$ cat src/rtl/rg_pkg.sv
package rg_pkg;
  typedef enum logic [1:0] {
    CMD_NONE = 2'b00,
    CMD_ACT  = 2'b01,
    CMD_PRE  = 2'b10,
    CMD_BOTH = 2'b11
  } rg_cmd_e;
endpackage

$ cat src/rtl/rg_age_counter.sv
// Saturating elapsed-cycle counter: restart loads 1, idle counts up to all ones.
module rg_age_counter #(
  parameter int CW = 10
) (
  input  logic          clk,
  input  logic          rst,
  input  logic          restart,
  output logic [CW-1:0] age
);
  localparam logic [CW-1:0] AGE_MAX = {CW{1'b1}};
  localparam logic [CW-1:0] AGE_ONE = CW'(1);

  always_ff @(posedge clk) begin
    if (rst)
      age <= AGE_MAX;
    else if (restart)
      age <= AGE_ONE;
    else if (age != AGE_MAX)
      age <= age + AGE_ONE;
  end
endmodule

$ cat src/rtl/rg_cfg_hold.sv
// Captures timing fields while the bank is closed; derives the row-cycle limit.
module rg_cfg_hold #(
  parameter int TW = 8
) (
  input  logic          clk,
  input  logic          rst,
  input  logic          capture,
  input  logic [TW-1:0] t_ras_i,
  input  logic [TW-1:0] t_rp_i,
  input  logic [TW-1:0] t_rc_i,
  input  logic          trc_sum_i,
  output logic [TW-1:0] ras_q,
  output logic [TW-1:0] rp_q,
  output logic [TW:0]   rc_eff
);
  logic [TW-1:0] rc_q;
  logic          sum_q;

  always_ff @(posedge clk) begin
    if (rst) begin
      ras_q <= '0;
      rp_q  <= '0;
      rc_q  <= '0;
      sum_q <= 1'b0;
    end else if (capture) begin
      ras_q <= t_ras_i;
      rp_q  <= t_rp_i;
      rc_q  <= t_rc_i;
      sum_q <= trc_sum_i;
    end
  end

  always_comb begin
    if (sum_q)
      rc_eff = {1'b0, ras_q} + {1'b0, rp_q};
    else
      rc_eff = {1'b0, rc_q};
  end
endmodule

$ cat src/rtl/rg_permit.sv
// Permit decode from the registered bank state and the elapsed-cycle counters.
module rg_permit #(
  parameter int TW = 8,
  parameter int CW = 10
) (
  input  logic          open_q,
  input  logic [CW-1:0] act_age,
  input  logic [CW-1:0] pre_age,
  input  logic [TW-1:0] ras_q,
  input  logic [TW-1:0] rp_q,
  input  logic [TW:0]   rc_eff,
  output logic          can_act,
  output logic          can_pre
);
  logic rc_met, rp_met, ras_met;

  always_comb begin
    rc_met  = act_age >= CW'(rc_eff);
    rp_met  = pre_age >= CW'(rp_q);
    ras_met = act_age >= CW'(ras_q);
    can_act = !open_q && rc_met && rp_met;
    can_pre = open_q && ras_met;
  end
endmodule

$ cat src/rtl/bank_row_guard.sv
module bank_row_guard #(
  parameter int TW = 8,
  parameter int CW = TW + 2
) (
  input  logic          clk,
  input  logic          rst,
  input  logic          act_i,
  input  logic          pre_i,
  input  logic [TW-1:0] t_ras_i,
  input  logic [TW-1:0] t_rp_i,
  input  logic [TW-1:0] t_rc_i,
  input  logic          trc_sum_i,
  output logic          can_act_o,
  output logic          can_pre_o,
  output logic          row_open_o,
  output logic          cmd_err_o,
  output logic [CW-1:0] act_gap_o
);
  import rg_pkg::*;

  rg_cmd_e       cmd;
  logic          open_q;
  logic          err_q;
  logic [CW-1:0] gap_q;
  logic [CW-1:0] act_age, pre_age;
  logic [TW-1:0] held_tras, held_trp;
  logic [TW:0]   rc_eff;
  logic          can_act, can_pre;
  logic          take_act, take_pre, illegal;

  assign cmd = rg_cmd_e'({pre_i, act_i});

  rg_cfg_hold #(.TW(TW)) u_cfg (
    .clk(clk), .rst(rst), .capture(!open_q),
    .t_ras_i(t_ras_i), .t_rp_i(t_rp_i), .t_rc_i(t_rc_i), .trc_sum_i(trc_sum_i),
    .ras_q(held_tras), .rp_q(held_trp), .rc_eff(rc_eff)
  );

  rg_age_counter #(.CW(CW)) u_act_age (
    .clk(clk), .rst(rst), .restart(take_act), .age(act_age)
  );

  rg_age_counter #(.CW(CW)) u_pre_age (
    .clk(clk), .rst(rst), .restart(take_pre), .age(pre_age)
  );

  rg_permit #(.TW(TW), .CW(CW)) u_permit (
    .open_q(open_q), .act_age(act_age), .pre_age(pre_age),
    .ras_q(held_tras), .rp_q(held_trp), .rc_eff(rc_eff),
    .can_act(can_act), .can_pre(can_pre)
  );

  always_comb begin
    take_act = (cmd == CMD_ACT) && can_act;
    take_pre = (cmd == CMD_PRE) && can_pre;
    illegal  = (cmd == CMD_BOTH) ||
               ((cmd == CMD_ACT) && !can_act) ||
               ((cmd == CMD_PRE) && !can_pre);
  end

  always_ff @(posedge clk) begin
    if (rst) begin
      open_q <= 1'b0;
      err_q  <= 1'b0;
      gap_q  <= '0;
    end else begin
      err_q <= illegal;
      if (take_act) begin
        open_q <= 1'b1;
        gap_q  <= act_age;
      end else if (take_pre) begin
        open_q <= 1'b0;
      end
    end
  end

  assign can_act_o  = can_act;
  assign can_pre_o  = can_pre;
  assign row_open_o = open_q;
  assign cmd_err_o  = err_q;
  assign act_gap_o  = gap_q;
endmodule

$ cat config.mk
export PLATFORM = sky130hd
export DESIGN_NAME = bank_row_guard
export DESIGN_NICKNAME = d
export VERILOG_FILES = /design/src/rtl/rg_pkg.sv /design/src/rtl/rg_age_counter.sv /design/src/rtl/rg_cfg_hold.sv /design/src/rtl/rg_permit.sv /design/src/rtl/bank_row_guard.sv
export SDC_FILE = /design/constraint.sdc
export NUM_CORES = 1
export LEC_CHECK = 0
export ABC_AREA = 1
export CAP_MARGIN = 20
export CORE_MARGIN = 2
export CORE_UTILIZATION = 53
export CTS_CLUSTER_DIAMETER = 40
export DETAILED_ROUTE_END_ITERATION = 7
export PLACE_DENSITY = 0.77
export SETUP_SLACK_MARGIN = 0.05
export SYNTH_ARGS = -nofsm -noshare
export SYNTH_HDL_FRONTEND = slang
export SYNTH_SLANG_ARGS = --single-unit
$ cat constraint.sdc
create_clock -name clk -period 4.32 [get_ports clk]
set_input_delay 0.864 -clock clk [delete_from_list [all_inputs] [get_ports clk]]
set_output_delay 0.864 -clock clk [all_outputs]
set_load 0.005 [all_outputs]
==> results by group <==
Drt
  – Post-Route WL: 7930 um
  – Drt pass-1 iters: 4
  – DR vias: 3190
  – DRC viols: 0
  – Remaining antenna violation count: 0
  – Drt initial violations: 125
  – DR WL/cell: about 13 um
  – Via/cell ratio: 5.32

Final layout
  – Non-Filler Cell Area, Final: 4060 um^2
  – Share of cells above drive strength 1: 7.84%
  – Most frequent cells in the layout: 112 x nand2_1, 58 x inv_1, 57 x dfxtp_1
  – Layout area overhead: 19.4%
  – N_diodes: 0
  – Nets: 584
  – Most common cell after layout, fill and taps aside: nand2_1

Critical path
  – Crit. End Element: primary output
  – Critical Path RT: 3.46 ns
  – Worst Setup Start Kind: flop
  – Sum of buffers and inverters on the critical path: 2
  – Crit path max fanout: 3
  – Critical path's top delay family: simple AND/OR/NAND/NOR gates
  – Crit path cell chain: ha_2 -> fa_2 -> nand3_1 -> nand2_1 -> nand2_1 -> nand2_1 -> nand2_1 -> nand3_1 -> nand3_1 -> o21ai_0 -> ha_1 -> nand2_1 -> nor3_2 -> nand3_1 -> nand3_2 -> nand3_2 -> inv_1 -> dlymetal6s2s_1
  – Critical path type: flop to primary output
  – Worst endpoint data arrival time: 2.87 ns
  – CP max-delay cell: fa_2
  – CP most frequent cell: nand2_1
  – CP peak stage delay: 0.35 ns

Timing
  – Fin crit share: 86.5%
  – Clock Skews: 0.0102 ns
  – Worst-margin pin slew: 0.502 ns
  – Headroom to the max-slew limit: between 60% and 70%
  – Final setup fails: 0
  – Fin. Hold Viols: 0
  – Slew Limit Fails: 0
  – Minimum clock period: 3.74 ns
  – RSZ-0062 raised after global routing: no
  – FMAX: roughly 0.27 GHz
  – Total negative setup slack: 0 ns

Power and ir drop
  – Worst VDD drop: just under 0.4 mV
  – P_leak: 1.98 nW
  – Cell Pwr Density: 517 nW/um^2

Yosys
  – Syn Inst Count: 480
  – Synth top area cells: dfxtp_1 34%, ha_1 13%, nand2_1 12%
  – Post-synth top area share: 33.6%
  – Number of synthesized register bits: 57
  – Mean Syn Cell Area: around 7.1 um^2
  – Syn nets: between 500 and 600
  – Post-Syn Area: 3400 um^2
  – Ys Warns: 0
  – Sequential area share after synthesis: 33.6%
  – Largest area contributor in the netlist: dfxtp_1
  – Yosys cell types: 35

Placed design
  – Placed instance area: 3840 um^2
  – Port buffer count: 42
  – Routability Congestion: ~0.90
  – DP Wirelength: approximately 5900 um

Clock network
  – Post-CTS Hold Buffers: 0
  – CTS tree: yes
  – Sink Count: 57
  – CTS Buffer Depth: 2
  – Clock slew at reported path FFs: 0.07 ns
  – Cts bufs inserted: 9
  – Clk Latency, worst-skew pair: 0.35 ns
  – Depth of the CTS H-tree: 3
  – Clk root buf: clkbuf_8

Floorplan
  – Die width: ~84 um
  – Initial Utilization: 54.2%
  – Core footprint: about 6300 um^2
  – Die area: approximately 7000 um^2
  – Die Span Y: approximately 84 um
  – Num rows: 29
  – Io pins: 43

Global routing
  – Global-route wire length before repair: 13400 um
  – Vias in the first global route: 2989
  – GRT Util Overall: 23.7%
  – Antenna violations before repair: 0
  – Gr ovfl total: 0
  – Largest net degree at the start of global routing: 45

Flow run
  – Max Cap Viol: 0

Status
  – Status: finished clean

Min path
  – Worst min path class: flop to flop
-- state kept, by name, indices dropped and copies added (netlist names) --
register       cells
act_gap_o         10
cmd_err_o          1
row_open_o         1
u_act_age.age     10
u_cfg.ras_q        8
u_cfg.rc_q         8
u_cfg.rp_q         8
u_cfg.sum_q        1
u_pre_age.age     10
-- synthesized netlist by cell type --
master	number
dfxtp_1	57
o21ai_1	4
fa_1	1
mux2i_1	1
nor3_1	4
nor3_2	2
a21o_1	1
o21ai_0	36
a21oi_1	30
clkbuf_1	11
ha_1	35
nor2_2	3
xor2_1	2
or2_2	5
nand4_1	7
buf_6	2
or2_0	2
nor2_1	38
inv_2	2
nor3b_1	1
buf_4	2
a22oi_1	1
buf_2	1
buf_1	1
xnor2_1	2
nor2_4	2
o211ai_1	1
inv_1	58
nand3_2	4
nand2_1	112
a31o_2	1
nand3b_1	1
nand3_1	48
nand4_2	1
nand4_4	1
-- kinds of logic (layout without fill, tap and decap cells) --
logic type | count (synthesis) | after routing | share of synthesized area (%)
and+or+nand+nor | 231 | 231 | 31.2
AOI/OAI and AO/OA | 74 | 74 | 11.2
buffers and inverters | 77 | 120 | 9.20
muxes | 1 | 1 | 0.294
adders and majority gates | 36 | 36 | 13.5
xor gates and xnor gates | 4 | 4 | 1.03
DFF | 57 | 57 | 33.6
-- through the flow --
stage / util [%] / setup WS [ns] / total power, mW / hold slack [ns] / std cells
6_report: 64.7 / 0.583 / 2.10 / 0.470 / 600
4_1_cts: 64.3 / 0.0760 / 2.10 / 0.472 / 599
2_1_floorplan: - / 1.21 / 1.36 / 0.447 / 480
3_5_place_dp: 61.2 / 0.468 / 1.59 / 0.461 / 584
3_3_place_gp: 61.2 / 0.538 / 1.55 / 0.459 / 584
5_1_grt: 64.7 / 0.291 / 2.28 / 0.488 / 600
-- cell type report --
type                       count  area, um^2
inverter                      60         225
multi-input combinational    346        1960
clock inverter                 3        40.0
clock buffer                  12         155
tap                           77        96.3
timing repair buffer          45         445
sequential                    57        1140
fill                         566        2220
-- routing by layer --
| layer | GRT usage (%) | vias to the layer above | routed length [um] |
|---|---|---|---|
| met5 | 0 | - | 0 |
| li1 | - | 1650 | - |
| met2 | 39.7 | 68 | 3820 |
| met1 | 29.4 | 1455 | 3620 |
| met3 | 4.65 | 17 | 306 |
| met4 | 10.6 | 0 | 182 |
-- timing repair --
action / in CTS / in global routing
setup endpoints to repair: 0 / 1
setup buffers: 0 / 1
gates resized for setup: 0 / 4
-- power by group --
part | internal (mW) | leakage, nW | switching [mW] | total [mW]
Sequential | 0.635 | 0.474 | 0.123 | 0.758
Clock | 0.293 | 0.102 | 0.209 | 0.502
Combinational | 0.353 | 1.40 | 0.484 | 0.837
-- tightest hold or removal path, cell delays in order (launching register included) --
cell and delay [ns]:
dfxtp_1 0.31, nand3_1 0.07, nand2_1 0.05
-- final timing paths --
kind / from / endpoint / slack, ns / cells past startpoint
min reg2reg: act_gap_o[7]$_SDFFE_PP0N_ / act_gap_o[7]$_SDFFE_PP0N_ / 0.47 / 2
max reg2reg: u_cfg.ras_q[0]$_SDFFE_PP0N_ / act_gap_o[9]$_SDFFE_PP0N_ / 1.07 / 20
max: u_cfg.ras_q[0]$_SDFFE_PP0N_ / can_act_o / 0.58 / 18
min: act_gap_o[7]$_SDFFE_PP0N_ / act_gap_o[7]$_SDFFE_PP0N_ / 0.47 / 2
Power figures use the tool's default switching activity.
